==> src/rtl/lsp_pkg.sv <==
package lsp_pkg;

  localparam int REG_W   = 32;
  localparam int RA_W    = 4;
  localparam int PHY_AW  = 5;
  localparam int MII_DW  = 16;

  // control register field positions
  localparam int CTL_EN_BIT     = 31;
  localparam int CTL_PRE_BIT    = 30;
  localparam int CTL_MDC_LSB    = 24;
  localparam int CTL_MDC_W      = 6;
  localparam int CTL_LAST_LSB   = 8;
  localparam int CTL_FIRST_LSB  = 0;

  // register map
  localparam logic [RA_W-1:0] RA_CTRL      = 4'd0;
  localparam logic [RA_W-1:0] RA_FLAGS     = 4'd1;
  localparam logic [RA_W-1:0] RA_MASK      = 4'd2;
  localparam logic [RA_W-1:0] RA_PORT_BASE = 4'd8;

  // management registers read per PHY
  localparam logic [PHY_AW-1:0] MII_STAT_REG = 5'd1;
  localparam logic [PHY_AW-1:0] MII_CTRL_REG = 5'd0;

  // bit positions inside the management results
  localparam int STAT_LINK_BIT   = 2;
  localparam int CTL_DUPLEX_BIT  = 8;
  localparam int CTL_SPD_LO_BIT  = 13;
  localparam int CTL_SPD_HI_BIT  = 6;

  typedef enum logic [2:0] {
    SQ_IDLE,
    SQ_STAT_REQ,
    SQ_STAT_WAIT,
    SQ_CTRL_REQ,
    SQ_CTRL_WAIT
  } seq_state_e;

  typedef struct packed {
    logic [1:0] speed;
    logic       duplex;
    logic       link;
  } port_word_t;

endpackage

==> src/rtl/lsp_scan_seq.sv <==
module lsp_scan_seq
  import lsp_pkg::*;
#(
  parameter int NUM_PORTS = 7,
  parameter int PIW       = 3
) (
  input  logic              clk,
  input  logic              rst_n,
  input  logic              poll_en,
  input  logic [PHY_AW-1:0] win_first,
  input  logic [PHY_AW-1:0] win_last,
  output logic              req_valid,
  input  logic              req_ready,
  output logic [PHY_AW-1:0] req_phy,
  output logic [PHY_AW-1:0] req_reg,
  input  logic              rsp_valid,
  input  logic [MII_DW-1:0] rsp_data,
  output logic              upd_valid,
  output logic [PIW-1:0]    upd_port,
  output port_word_t        upd_word
);

  localparam logic [PHY_AW-1:0] TOP_ADDR = PHY_AW'(NUM_PORTS - 1);

  seq_state_e        state_q, state_d;
  logic [PHY_AW-1:0] cur_q, cur_d;
  logic [PHY_AW-1:0] stop_q, stop_d;
  logic              link_q;
  logic              cur_en, link_cap;
  logic [PHY_AW-1:0] last_eff;

  // result bits that carry no status for this block
  logic unused_rsp_bits;
  assign unused_rsp_bits = ^{rsp_data[15:14], rsp_data[12:9], rsp_data[7],
                             rsp_data[5:3], rsp_data[1:0]};

  assign last_eff = (win_last > TOP_ADDR) ? TOP_ADDR : win_last;

  // next-state logic
  always_comb begin
    state_d   = state_q;
    cur_d     = cur_q;
    stop_d    = stop_q;
    cur_en    = 1'b0;
    link_cap  = 1'b0;
    upd_valid = 1'b0;
    case (state_q)
      SQ_IDLE: begin
        if (poll_en && (win_first <= last_eff)) begin
          cur_d   = win_first;
          stop_d  = last_eff;
          cur_en  = 1'b1;
          state_d = SQ_STAT_REQ;
        end
      end
      SQ_STAT_REQ: begin
        if (!poll_en)       state_d = SQ_IDLE;
        else if (req_ready) state_d = SQ_STAT_WAIT;
      end
      SQ_STAT_WAIT: begin
        if (rsp_valid) begin
          link_cap = 1'b1;
          state_d  = SQ_CTRL_REQ;
        end
      end
      SQ_CTRL_REQ: begin
        if (req_ready) state_d = SQ_CTRL_WAIT;
      end
      SQ_CTRL_WAIT: begin
        if (rsp_valid) begin
          upd_valid = 1'b1;
          if (!poll_en || (cur_q == stop_q)) begin
            state_d = SQ_IDLE;
          end else begin
            cur_d   = cur_q + PHY_AW'(1);
            cur_en  = 1'b1;
            state_d = SQ_STAT_REQ;
          end
        end
      end
      default: state_d = SQ_IDLE;
    endcase
  end

  // registers
  always_ff @(posedge clk or negedge rst_n) begin
    if (!rst_n) begin
      state_q <= SQ_IDLE;
      cur_q   <= '0;
      stop_q  <= '0;
      link_q  <= 1'b0;
    end else begin
      state_q <= state_d;
      if (cur_en)   cur_q  <= cur_d;
      if (cur_en)   stop_q <= stop_d;
      if (link_cap) link_q <= rsp_data[STAT_LINK_BIT];
    end
  end

  assign req_valid = ((state_q == SQ_STAT_REQ) && poll_en) || (state_q == SQ_CTRL_REQ);
  assign req_phy   = cur_q;
  assign req_reg   = (state_q == SQ_CTRL_REQ) ? MII_CTRL_REG : MII_STAT_REG;

  assign upd_port        = cur_q[PIW-1:0];
  assign upd_word.link   = link_q;
  assign upd_word.duplex = rsp_data[CTL_DUPLEX_BIT];
  assign upd_word.speed  = rsp_data[CTL_SPD_HI_BIT] ? 2'b10 : {1'b0, rsp_data[CTL_SPD_LO_BIT]};

endmodule

==> src/rtl/lsp_port_table.sv <==
module lsp_port_table
  import lsp_pkg::*;
#(
  parameter int NUM_PORTS = 7,
  parameter int PIW       = 3
) (
  input  logic                         clk,
  input  logic                         rst_n,
  input  logic                         upd_valid,
  input  logic [PIW-1:0]               upd_port,
  input  port_word_t                   upd_word,
  output port_word_t [NUM_PORTS-1:0]   words_o,
  output logic [NUM_PORTS-1:0]         chg_o
);

  for (genvar p = 0; p < NUM_PORTS; p++) begin : g_port
    port_word_t word_q;
    logic       hit;

    assign hit      = upd_valid && (upd_port == PIW'(p));
    assign chg_o[p] = hit && (upd_word.link != word_q.link);

    always_ff @(posedge clk or negedge rst_n) begin
      if (!rst_n)   word_q <= '0;
      else if (hit) word_q <= upd_word;
    end

    assign words_o[p] = word_q;
  end

endmodule

==> src/rtl/lsp_irq_ctrl.sv <==
module lsp_irq_ctrl #(
  parameter int NUM_PORTS = 7
) (
  input  logic                 clk,
  input  logic                 rst_n,
  input  logic [NUM_PORTS-1:0] chg,
  input  logic                 clr_we,
  input  logic [NUM_PORTS-1:0] clr_bits,
  input  logic                 mask_we,
  input  logic [NUM_PORTS-1:0] mask_bits,
  output logic [NUM_PORTS-1:0] flags_o,
  output logic [NUM_PORTS-1:0] mask_o,
  output logic                 irq_o
);

  logic [NUM_PORTS-1:0] flags_q, flags_d;
  logic [NUM_PORTS-1:0] mask_q;
  logic [NUM_PORTS-1:0] clr_eff;
  logic                 flags_en;

  // a change on the same edge overrides a clear
  always_comb begin
    clr_eff  = clr_we ? clr_bits : '0;
    flags_d  = (flags_q & ~clr_eff) | chg;
    flags_en = clr_we || (|chg);
  end

  always_ff @(posedge clk or negedge rst_n) begin
    if (!rst_n) begin
      flags_q <= '0;
      mask_q  <= '0;
    end else begin
      if (flags_en) flags_q <= flags_d;
      if (mask_we)  mask_q  <= mask_bits;
    end
  end

  assign flags_o = flags_q;
  assign mask_o  = mask_q;
  assign irq_o   = |(flags_q & ~mask_q);

endmodule

==> src/rtl/phy_link_poller.sv <==
module phy_link_poller
  import lsp_pkg::*;
#(
  parameter int NUM_PORTS = 7
) (
  input  logic              clk,
  input  logic              rst_n,
  input  logic              reg_wr,
  input  logic [RA_W-1:0]   reg_addr,
  input  logic [REG_W-1:0]  reg_wdata,
  output logic [REG_W-1:0]  reg_rdata,
  output logic              mdio_req_valid,
  input  logic              mdio_req_ready,
  output logic [PHY_AW-1:0] mdio_req_phy,
  output logic [PHY_AW-1:0] mdio_req_reg,
  output logic              mdio_preamble,
  output logic [5:0]        mdio_clk_cfg,
  input  logic              mdio_rsp_valid,
  input  logic [MII_DW-1:0] mdio_rsp_data,
  output logic              irq
);

  localparam int PIW = (NUM_PORTS > 1) ? $clog2(NUM_PORTS) : 1;

  // control register
  logic                 en_q, pre_q;
  logic [CTL_MDC_W-1:0] mdc_q;
  logic [PHY_AW-1:0]    first_q, last_q;
  logic                 ctrl_we;

  logic                 upd_valid;
  logic [PIW-1:0]       upd_port;
  port_word_t           upd_word;
  port_word_t [NUM_PORTS-1:0] port_words;
  logic [NUM_PORTS-1:0] port_chg;
  logic [NUM_PORTS-1:0] irq_flags, irq_mask;

  logic unused_wbits;
  assign unused_wbits = ^{reg_wdata[23:13], reg_wdata[7:5]};

  assign ctrl_we = reg_wr && (reg_addr == RA_CTRL);

  always_ff @(posedge clk or negedge rst_n) begin
    if (!rst_n) begin
      en_q    <= 1'b0;
      pre_q   <= 1'b0;
      mdc_q   <= '0;
      last_q  <= '0;
      first_q <= '0;
    end else if (ctrl_we) begin
      en_q    <= reg_wdata[CTL_EN_BIT];
      pre_q   <= reg_wdata[CTL_PRE_BIT];
      mdc_q   <= reg_wdata[CTL_MDC_LSB +: CTL_MDC_W];
      last_q  <= reg_wdata[CTL_LAST_LSB +: PHY_AW];
      first_q <= reg_wdata[CTL_FIRST_LSB +: PHY_AW];
    end
  end

  assign mdio_preamble = pre_q;
  assign mdio_clk_cfg  = mdc_q;

  lsp_scan_seq #(
    .NUM_PORTS (NUM_PORTS),
    .PIW       (PIW)
  ) u_seq (
    .clk       (clk),
    .rst_n     (rst_n),
    .poll_en   (en_q),
    .win_first (first_q),
    .win_last  (last_q),
    .req_valid (mdio_req_valid),
    .req_ready (mdio_req_ready),
    .req_phy   (mdio_req_phy),
    .req_reg   (mdio_req_reg),
    .rsp_valid (mdio_rsp_valid),
    .rsp_data  (mdio_rsp_data),
    .upd_valid (upd_valid),
    .upd_port  (upd_port),
    .upd_word  (upd_word)
  );

  lsp_port_table #(
    .NUM_PORTS (NUM_PORTS),
    .PIW       (PIW)
  ) u_table (
    .clk       (clk),
    .rst_n     (rst_n),
    .upd_valid (upd_valid),
    .upd_port  (upd_port),
    .upd_word  (upd_word),
    .words_o   (port_words),
    .chg_o     (port_chg)
  );

  lsp_irq_ctrl #(
    .NUM_PORTS (NUM_PORTS)
  ) u_irq (
    .clk       (clk),
    .rst_n     (rst_n),
    .chg       (port_chg),
    .clr_we    (reg_wr && (reg_addr == RA_FLAGS)),
    .clr_bits  (reg_wdata[NUM_PORTS-1:0]),
    .mask_we   (reg_wr && (reg_addr == RA_MASK)),
    .mask_bits (reg_wdata[NUM_PORTS-1:0]),
    .flags_o   (irq_flags),
    .mask_o    (irq_mask),
    .irq_o     (irq)
  );

  // register read mux
  always_comb begin
    reg_rdata = '0;
    if (reg_addr == RA_CTRL) begin
      reg_rdata[CTL_EN_BIT]                    = en_q;
      reg_rdata[CTL_PRE_BIT]                   = pre_q;
      reg_rdata[CTL_MDC_LSB +: CTL_MDC_W]      = mdc_q;
      reg_rdata[CTL_LAST_LSB +: PHY_AW]        = last_q;
      reg_rdata[CTL_FIRST_LSB +: PHY_AW]       = first_q;
    end else if (reg_addr == RA_FLAGS) begin
      reg_rdata[NUM_PORTS-1:0] = irq_flags;
    end else if (reg_addr == RA_MASK) begin
      reg_rdata[NUM_PORTS-1:0] = irq_mask;
    end else begin
      for (int p = 0; p < NUM_PORTS; p++) begin
        if (reg_addr == (RA_PORT_BASE + RA_W'(p))) reg_rdata[3:0] = port_words[p];
      end
    end
  end

endmodule

==> config.mk <==
export PLATFORM = sky130hd
export DESIGN_NAME = phy_link_poller
export DESIGN_NICKNAME = d
export VERILOG_FILES = /design/src/rtl/lsp_pkg.sv /design/src/rtl/lsp_scan_seq.sv /design/src/rtl/lsp_port_table.sv /design/src/rtl/lsp_irq_ctrl.sv /design/src/rtl/phy_link_poller.sv
export SDC_FILE = /design/constraint.sdc
export NUM_CORES = 1
export LEC_CHECK = 0
export BUFFER_PORTS_ARGS = -buffer_cell sky130_fd_sc_hd__buf_4
export CORE_MARGIN = 8
export CORE_UTILIZATION = 30
export CTS_CLUSTER_DIAMETER = 30
export DETAILED_ROUTE_END_ITERATION = 8
export GPL_TIMING_DRIVEN = 0
export SLEW_MARGIN = 5
export SYNTH_ARGS = -nofsm -noshare
export SYNTH_HDL_FRONTEND = slang
export SYNTH_SLANG_ARGS = --single-unit
==> constraint.sdc <==
create_clock -name clk -period 2.5 [get_ports clk]
set_clock_uncertainty 0.2 [all_clocks]
set_input_delay 0 -clock clk [delete_from_list [all_inputs] [get_ports clk]]
set_output_delay 0 -clock clk [all_outputs]
set_load 0.02 [all_outputs]
==> results of run 1 <==
[flip-flops by register name, indices dropped and copies added (netlist names), 5 cells and up]
register	cells
u_table.words_o	28
u_irq.flags_o	7
u_irq.mask_o	7
mdio_clk_cfg	6
first_q	5
last_q	5
u_seq.req_phy	5
u_seq.stop_q	5
[worst paths after layout]
kind	endpoint	startpoint	depth (start not counted)
setup / recovery	u_seq.req_phy[2]	last_q[3]	10
hold reg to reg	u_table.words_o[10]	u_table.words_o[10]	2
hold / removal	first_q[4]	reg_wr	3
max in group asynchronous	last_q[3]	rst_n	2
min in group asynchronous	u_seq.state_q[1]	rst_n	2
setup reg to reg	u_seq.req_phy[2]	last_q[3]	10
[power breakdown]
group | total [W] | internal (W) | switching, W
Clock | 0.00148 | 0.000974 | 0.000504
Combinational | 0.00153 | 0.000759 | 0.000773
Sequential | 0.00179 | 0.00149 | 0.000304
[cells by family after synthesis]
kind of cell,count (synthesis),synth area share [%]
fa+ha+maj,10,3.04
buf+inv,54,7.27
xor+xnor,12,2.56
simple gates,110,13.9
flops,74,45.0
other cells,2,0.183
compound gates,72,11.4
mux,57,16.7
[Yosys cell counts, types with 2 or more instances]
| cell type | count |
|---|---|
| dfrtp_1 | 74 |
| mux2_2 | 48 |
| nand2_1 | 36 |
| o21ai_0 | 24 |
| inv_1 | 18 |
| and3_1 | 16 |
| buf_4 | 16 |
| nor2_1 | 14 |
| nand3_1 | 13 |
| a21oi_1 | 12 |
| ha_1 | 10 |
| xnor2_1 | 9 |
| buf_2 | 8 |
| clkbuf_1 | 7 |
| o22ai_1 | 7 |
| nor2b_1 | 6 |
| o2bb2ai_1 | 6 |
| a22oi_1 | 5 |
| nand2b_1 | 5 |
| mux2i_1 | 4 |
| mux4_2 | 4 |
| nor3_1 | 4 |
| a31oi_1 | 3 |
| nand4_1 | 3 |
| xor2_1 | 3 |
| a22o_1 | 2 |
| a311oi_1 | 2 |
| a32oi_1 | 2 |
| buf_6 | 2 |
| conb_1 | 2 |
| or2_2 | 2 |
[layout make-up]
cell class	count	area (µm²)	share of cell area [%]
Buffer	36	231	4.19
Clock buffer	9	225	4.08
Clock inverter	7	118	2.13
Inverter	18	67.6	1.22
Multi-Input combinational cell	279	2040	37.0
Sequential cell	74	1850	33.6
Tap cell	176	220	3.99
Timing Repair Buffer	92	761	13.8
[metal layers]
layer / vias to the layer above / part of all wire [%] / global-route usage (%)
li1: 1600 / - / -
met5: - / 0 / 0
met4: 0 / 1.3 / 3.91
met2: 122 / 46 / 19.8
met1: 1603 / 44 / 16.2
met3: 12 / 8.7 / 4.88
[per-stage QoR]
stage	cells	util [%]
6_report	691	41.5
2_1_floorplan	407	-
5_1_grt	691	41.5
3_3_place_gp	647	36.7
4_1_cts	691	41.3
3_5_place_dp	647	36.7
[what timing repair did]
item | in CTS | in global routing
endpoints found under the setup margin | 0 | 5
endpoints found under the hold margin | 131 | 0
hold buffers | 28 | 0
gates resized for setup | 0 | 6
[worst max-delay path, cell delays in order (launching register included)]
cell and delay (ns):
dfrtp_2 0.45, nor2_1 0.11, nand2_1 0.05, a21oi_1 0.17, ha_1 0.26, nand3_1 0.10
nor2_1 0.05, o2bb2ai_1 0.15, or2_1 0.25, buf_6 0.13, mux2_4 0.28
==> impl_metrics.env, run 1 <==
export IMPL_ys_top_cells_by_area="dfrtp_1 45%, mux2_2 13%, nand2_1 3.3%, ha_1 3.0%, o21ai_0 2.9%"
export IMPL_fp_dieW_um=133
export IMPL_antenna_found_initial=0
export IMPL_rows=42
export IMPL_power_density_mw_per_mm2=870
export IMPL_drtIter0Drc=189
export IMPL_place_area_mm2=0.00487
export IMPL_ys_flop_type="dfrtp_1"
export IMPL_clk_latency_ns=0.34
export IMPL_core_mm2=0.0133
export IMPL_fin_ws_ns=0.178
export IMPL_place_ws_ns=0.0200
export IMPL_final_cell_mix="80 x buf_4, 72 x dfrtp_1, 48 x mux2_2, 36 x nand2_1, 28 x dlygate4sd3_1"
export IMPL_synth_cell_types=55
export IMPL_synth_edf_count=0
export IMPL_hold_viol=0
export IMPL_min_period_over_period_pct=92.9
export IMPL_final_nets=577
export IMPL_hp_class="in -> reg"
export IMPL_cts_max_path_buffers=2
export IMPL_worst_slew_pin_slew_ns=0.953
export IMPL_setup_tns_ns=0
export IMPL_numCtsBuffers=9
export IMPL_ios=108
export IMPL_post_drt_wl_per_cell_um=15.9
export IMPL_reg2reg_slack_ns=0.18
export IMPL_layout_min_cycle_time_ns=2.32
export IMPL_synth_avg_cell_area_um2=10.5
export IMPL_fillers=1298
export IMPL_status="finished clean"
export IMPL_finalSetupViolCount=0
export IMPL_layout_drive_gt1_share_pct=34.2
export IMPL_first_pass_iters=4
export IMPL_gp_congestion=0.843
export IMPL_dp_final_hpwl_um=8160
export IMPL_grt_pass1_vias=3604
export IMPL_overflow=0
export IMPL_cts_clk_slew_worst_paths_ns=0.06
export IMPL_diodes=0
export IMPL_syn_area_mm2=0.00411
export IMPL_grt_use_total_pct=12.8
export IMPL_grt_first_pass_wirelength_um=18300
export IMPL_cts_sinks=74
export IMPL_seq_area_frac_synth_pct=45.0
export IMPL_cts_tree="done"
export IMPL_totalPowerFinal_w=0.00480
export IMPL_drc=0
export IMPL_num_vias=3337
export IMPL_io_buffers=64
export IMPL_cts_setup_buffers=0
export IMPL_viasPerCell=4.83
export IMPL_htreeDepth=3
export IMPL_final_area_mm2=0.00552
export IMPL_yosys_warnings=0
export IMPL_final_common_cell="buf_4"
export IMPL_yosysTopAreaCell="dfrtp_1"
export IMPL_cp_max_fo=5
export IMPL_rsz0062_at_grt="false"
export IMPL_routed_wirelength_um=11000
export IMPL_synthArstFlopShare_pct=100
export IMPL_cp_start_kind="flip-flop"
export IMPL_dieArea_mm2=0.0177
export IMPL_slew_headroom_pct=36.4
export IMPL_endpoint_kind="flip-flop"
export IMPL_synth_ff_latch_count=74
export IMPL_p_leak_nw=2.63
export IMPL_synth_top_area_share_pct=45.0
export IMPL_whs_ns=0.0385
export IMPL_synth_cells=391
export IMPL_maxCapViolations=0
export IMPL_syn_to_final_growth_pct=34.2
export IMPL_ant_nets=0
export IMPL_cp_arrival_ns=2.35
export IMPL_fmax_ghz=0.431
export IMPL_grt_max_degree=75
export IMPL_slew_violations=0
export IMPL_root_buffer="clkbuf_16"
export IMPL_irDropWorstVdd_mv=0.359
export IMPL_worstSetupPathType="reg -> reg"
export IMPL_initial_core_util_pct=30.9
export IMPL_critPathRequiredTime_ns=2.52
export IMPL_die_y_um=133
Power figures use the tool's default switching activity.
==> inputs of run 2 (changes only) <==
--- a/config.mk
+++ b/config.mk
@@ -6,11 +6,11 @@
 export NUM_CORES = 1
 export LEC_CHECK = 0
 export BUFFER_PORTS_ARGS = -buffer_cell sky130_fd_sc_hd__buf_4
-export CORE_MARGIN = 8
+export CORE_MARGIN = 1.5
 export CORE_UTILIZATION = 30
 export CTS_CLUSTER_DIAMETER = 30
 export DETAILED_ROUTE_END_ITERATION = 8
-export GPL_TIMING_DRIVEN = 0
+export GPL_ROUTABILITY_DRIVEN = 1
 export SLEW_MARGIN = 5
 export SYNTH_ARGS = -nofsm -noshare
 export SYNTH_HDL_FRONTEND = slang
==> impl_metrics.env, run 2 (same netlist as run 1, synthesis figures left out) <==
export IMPL_fin_util_pct=40.1
export IMPL_dieArea_mm2=0.0144
export IMPL_slew_headroom_pct=36.1
export IMPL_intPower_w=0.00309
export IMPL_final_cells=665
export IMPL_final_nets=551
export IMPL_htreeDepth=3
export IMPL_layout_min_cycle_time_ns=2.30
export IMPL_p_comb_share_pct=30.6
export IMPL_hp_class="in -> reg"
export IMPL_busiest_layer="met2"
export IMPL_endpoint_kind="flip-flop"
export IMPL_cp_startpoint="last_q[3]"
export IMPL_min_period_over_period_pct=91.9
export IMPL_antenna_found_initial=0
export IMPL_diodes=0
export IMPL_io_buffers=67
export IMPL_initial_core_util_pct=30.9
export IMPL_numCtsBuffers=9
export IMPL_hold_viol=0
export IMPL_slew_violations=0
export IMPL_die_y_um=120
export IMPL_syn_to_final_growth_pct=29.5
export IMPL_hp_start="reg_wr"
export IMPL_gp_congestion=0.788
export IMPL_grt_met2_usage_pct=23.7
export IMPL_rows=42
export IMPL_overflow=0
export IMPL_sw_frac_of_total_pct=33.1
export IMPL_clk_latency_ns=0.34
export IMPL_cp_arrival_ns=2.32
export IMPL_num_vias=3272
export IMPL_post_drt_wl_per_cell_um=15.4
export IMPL_layout_drive_gt1_share_pct=31.3
export IMPL_viasPerCell=4.92
export IMPL_maxCapViolations=0
export IMPL_core_mm2=0.0133
export IMPL_worstSetupPathType="reg -> reg"
export IMPL_setup_tns_ns=0
export IMPL_worstReg2RegStart="last_q[3]"
export IMPL_critPathRequiredTime_ns=2.52
export IMPL_power_density_mw_per_mm2=867
export IMPL_root_buffer="clkbuf_16"
export IMPL_grt_first_pass_wirelength_um=17000
export IMPL_worst_slew_pin_slew_ns=0.959
export IMPL_power_net_switching_w=0.00153
export IMPL_largest_reg_flops=28
export IMPL_drtIter0Drc=241
export IMPL_cts_max_path_buffers=2
export IMPL_final_cell_mix="74 x dfrtp_1, 74 x buf_4, 48 x mux2_2, 36 x nand2_1, 28 x dlygate4sd3_1"
export IMPL_grt_use_met1_pct=20.1
export IMPL_sequentialPowerShare_pct=39.8
export IMPL_cts_clk_slew_worst_paths_ns=0.06
export IMPL_irDropWorstVdd_mv=0.409
export IMPL_ant_nets=0
export IMPL_dp_final_hpwl_um=7240
export IMPL_drc=0
export IMPL_fmax_ghz=0.435
export IMPL_grt_use_total_pct=15.3
export IMPL_p_leak_nw=2.51
export IMPL_status="finished clean"
export IMPL_ios=108
export IMPL_grtUsageMet3_pct=4.04
export IMPL_first_pass_iters=4
export IMPL_cts_sinks=74
export IMPL_routed_wirelength_um=10300
export IMPL_grt_max_degree=75
export IMPL_fp_dieW_um=120
export IMPL_cp_start_kind="flip-flop"
export IMPL_grt_pass1_vias=3372
export IMPL_finalSetupViolCount=0
export IMPL_cts_tree="done"
export IMPL_rsz0062_at_grt="false"
export IMPL_post_place_cells=621
export IMPL_cp_max_fo=5
export IMPL_p_clk_share_pct=29.6
==> run 2: cell count changes in the layout (fill, tap and decap cells not counted), moves of 2 or more <==
cell,delta
buf_2,-8
buf_4,-6
buf_6,-2
bufinv_16,-2
clkbuf_1,-5
clkbuf_8,+3
clkinv_2,-2
clkinv_4,-2
dfrtp_1,+2
dfrtp_2,-2
==> run 2: critical path, cell delays in order, from the launching register on <==
cell and delay [ns]:
dfrtp_1 0.42, nor2_1 0.07, nand2_1 0.06, a21oi_1 0.05, ha_1 0.18, nand2b_1 0.13
a211oi_1 0.29, o2bb2ai_1 0.13, or2_1 0.33, mux2_4 0.32
==> run 2: power groups by stage <==
| stage | registers [W] | logic, W | clock network, W |
|---|---|---|---|
| after global routing | 0.00189 | 0.00156 | 0.00146 |
| after detailed placement | 0.00185 | 0.00137 | 0 |
| after global placement | 0.00183 | 0.00134 | 0 |
| final | 0.00184 | 0.00141 | 0.00137 |
| after floorplan | 0.00178 | 0.000978 | 0 |
| after CTS | 0.00183 | 0.00142 | 0.00140 |
==> run 2: cell type report <==
cell class / count / area [µm²]
fillers: 1305 / 7970
well taps: 176 / 220
inverters: 18 / 67.6
clock inverters: 1 / 30.0
clock buffers: 15 / 288
multi-input cells: 279 / 2030
flip-flops and latches: 74 / 1850
repair buffers: 102 / 836
==> run 2: repair_timing <==
action                                  in CTS  in global routing
resized for setup                            0                  2
hold buffers                                28                  0
setup buffers                                0                  0
endpoints found under the setup margin       0                  1
hold endpoints to repair                   131                  0
==> run 2: path summary, 6_finish.rpt <==
kind / endpoint / cells after the start / slack, ns
max in group asynchronous: u_irq.flags_o[5] / 2 / 1.30
worst max-delay path: u_seq.req_phy[2] / 9 / 0.20
min in group asynchronous: u_seq.state_q[1] / 2 / 0.18
worst min register to register: u_table.words_o[6] / 2 / 0.28
worst min-delay path: u_irq.flags_o[1] / 4 / 0.09
worst max register to register: u_seq.req_phy[2] / 9 / 0.20
==> run 2: per-layer routing <==
layer  share of wire [%]  vias to the layer above
li1                    -                     1544
met1                  46                     1598
met2                  45                      112
met3                 6.7                       18
met4                 2.1                        0
met5                   0                        -
==> run 2: stage by stage <==
stage | setup WS (ns) | instance area (µm²) | power [W] | hold slack, ns
3_5_place_dp | 0.146 | 4720 | 0.00322 | 0.0200
5_1_grt | 0.0358 | 5330 | 0.00491 | 0.104
4_1_cts | 0.141 | 5320 | 0.00465 | 0.0759
2_1_floorplan | 0.304 | 4170 | 0.00276 | -0.496
6_report | 0.202 | 5330 | 0.00462 | 0.0860
3_3_place_gp | 0.201 | 4720 | 0.00316 | 0.00239
==> inputs of run 3 (changes only) <==
--- a/config.mk
+++ b/config.mk
@@ -7,10 +7,12 @@
 export LEC_CHECK = 0
 export BUFFER_PORTS_ARGS = -buffer_cell sky130_fd_sc_hd__buf_4
 export CORE_MARGIN = 1.5
-export CORE_UTILIZATION = 30
+export CORE_UTILIZATION = 25
+export CTS_BUF_LIST = sky130_fd_sc_hd__clkbuf_4 sky130_fd_sc_hd__clkbuf_8
 export CTS_CLUSTER_DIAMETER = 30
 export DETAILED_ROUTE_END_ITERATION = 8
 export GPL_ROUTABILITY_DRIVEN = 1
+export REMOVE_ABC_BUFFERS = 1
 export SLEW_MARGIN = 5
 export SYNTH_ARGS = -nofsm -noshare
 export SYNTH_HDL_FRONTEND = slang
==> impl_metrics.env, run 3 (same netlist as run 1, synthesis figures left out) <==
export IMPL_status="finished clean"
export IMPL_whs_path_depth=4
export IMPL_first_pass_iters=4
export IMPL_worstSetupPathType="reg -> reg"
export IMPL_diodes=0
export IMPL_grt_first_pass_wirelength_um=18200
export IMPL_maxCapViolations=0
export IMPL_critPathRequiredTime_ns=2.54
export IMPL_final_nets=551
export IMPL_grt_pass1_vias=3355
export IMPL_viasPerCell=4.65
export IMPL_overflow=0
export IMPL_p_leak_nw=2.47
export IMPL_cp_start_kind="flip-flop"
export IMPL_post_place_cells=661
export IMPL_ff_latch_area_mm2=0.00185
export IMPL_multi_input_area_mm2=0.00204
export IMPL_numCtsBuffers=9
export IMPL_cts_clk_slew_worst_paths_ns=0.08
export IMPL_endpoint_kind="flip-flop"
export IMPL_sw_frac_of_total_pct=35.7
export IMPL_drc=0
export IMPL_drtIter0Drc=168
export IMPL_dp_final_hpwl_um=7700
export IMPL_syn_to_final_growth_pct=28.8
export IMPL_clk_latency_ns=0.37
export IMPL_ios=108
export IMPL_worst_slew_pin_slew_ns=0.970
export IMPL_layout_min_cycle_time_ns=2.26
export IMPL_routed_wirelength_um=10700
export IMPL_slew_violations=0
export IMPL_hp_class="in -> reg"
export IMPL_num_vias=3276
export IMPL_io_buffers=67
export IMPL_min_period_over_period_pct=90.6
export IMPL_fillers=1652
export IMPL_cts_sinks=74
export IMPL_ant_nets=0
export IMPL_slew_headroom_pct=35.3
export IMPL_initial_core_util_pct=25.7
export IMPL_place_area_mm2=0.00477
export IMPL_reg2reg_depth=9
export IMPL_rsz0062_at_grt="false"
export IMPL_final_area_mm2=0.00530
export IMPL_htreeDepth=3
export IMPL_final_cells=705
export IMPL_grt_max_degree=75
export IMPL_cp_arrival_ns=2.31
export IMPL_cts_max_path_buffers=2
export IMPL_fmax_ghz=0.442
export IMPL_hold_viol=0
export IMPL_cts_tree="done"
export IMPL_antenna_found_initial=0
export IMPL_p_clk_share_pct=25.3
export IMPL_grt_use_total_pct=13.2
export IMPL_cts_setup_buffers=0
export IMPL_cp_max_fo=5
export IMPL_largest_reg_flops=28
export IMPL_gp_congestion=0.804
export IMPL_power_density_mw_per_mm2=824
export IMPL_power_net_switching_w=0.00156
export IMPL_core_mm2=0.0160
export IMPL_intPower_w=0.00281
export IMPL_setup_tns_ns=0
export IMPL_irDropWorstVdd_mv=0.319
export IMPL_root_buffer="clkbuf_8"
export IMPL_finalSetupViolCount=0
export IMPL_layout_drive_gt1_share_pct=31.9
export IMPL_die_y_um=131
export IMPL_dieArea_mm2=0.0172
export IMPL_rows=46
export IMPL_sequentialPowerShare_pct=42.0
export IMPL_p_comb_share_pct=32.7
export IMPL_final_cell_mix="74 x dfrtp_1, 74 x buf_4, 48 x mux2_2, 36 x nand2_1, 28 x dlygate4sd3_1"
export IMPL_fp_dieW_um=131
export IMPL_post_drt_wl_per_cell_um=15.2
## run 3: changes by cell type in the layout (fill, tap and decap cells not counted)
cell	previous run	this run
clkbuf_16	9	0
clkbuf_8	4	10
clkbuf_1	2	0
a211oi_1	1	0
a211oi_2	0	1
bufinv_16	1	2
clkinv_4	0	1
clkinvlp_4	0	1
inv_6	0	1
inv_8	0	1
## run 3: layer usage
metal / up-vias / GRT usage, % / share of wire (%)
met3: 12 / 2.97 / 4.7
li1: 1542 / - / -
met1: 1617 / 17.7 / 48
met4: 0 / 3.15 / 1.0
met5: - / 0 / 0
met2: 105 / 21.5 / 47
## run 3: layout make-up
cell class / count / area share, %
multi-input combinational: 279 / 38.5
clock buffer: 10 / 2.60
sequential: 74 / 35.0
timing repair buffer: 102 / 15.8
clock inverter: 6 / 1.82
inverter: 18 / 1.28
tap: 216 / 5.10
## run 3: critical path, stage by stage, from the launching register on
cell and delay (ns):
dfrtp_1 0.43, nor2_1 0.12, nand2_1 0.06, a21oi_1 0.17, ha_1 0.26, nand3_1 0.10, nor2_1 0.05, o2bb2ai_1 0.13
or2_1 0.32, mux2_4 0.32
## run 3: metrics by stage
| step | setup slack [ns] | util, % | power [W] | hold slack (ns) |
|---|---|---|---|---|
| floorplan | 0.0614 | - | 0.00268 | -0.496 |
| global placement | 0.208 | 29.8 | 0.00318 | 0.00905 |
| detailed placement | 0.126 | 29.8 | 0.00323 | 0.0207 |
| CTS | 0.110 | 33.0 | 0.00439 | 0.0480 |
| global route | 0.0764 | 33.1 | 0.00464 | 0.0769 |
| finish | 0.236 | 33.1 | 0.00436 | 0.0544 |
## run 3: power groups by stage
stage	clock network (W)	registers (W)	logic (W)
final	0.00110	0.00183	0.00142
after global routing	0.00118	0.00188	0.00158
after CTS	0.00113	0.00183	0.00143
after detailed placement	0	0.00185	0.00138
after global placement	0	0.00183	0.00134
after floorplan	0	0.00182	0.000859
## run 3: timing repair
item                                   in CTS  in global routing
hold buffers                               28                  0
endpoints found under the hold margin     132                  0
gates resized for setup                     0                  3
setup endpoints to repair                   0                  2
## run 3: path summary, 6_finish.rpt
check | start | end | slack, ns
max in group asynchronous | rst_n | u_seq.req_phy[3] | 1.33
worst max register to register | last_q[3] | u_seq.req_phy[2] | 0.24
min in group asynchronous | rst_n | u_irq.mask_o[4] | 0.13
worst min-delay path | reg_wr | u_irq.flags_o[1] | 0.05
worst max-delay path | last_q[3] | u_seq.req_phy[2] | 0.24
worst min register to register | u_table.words_o[22] | u_table.words_o[22] | 0.29
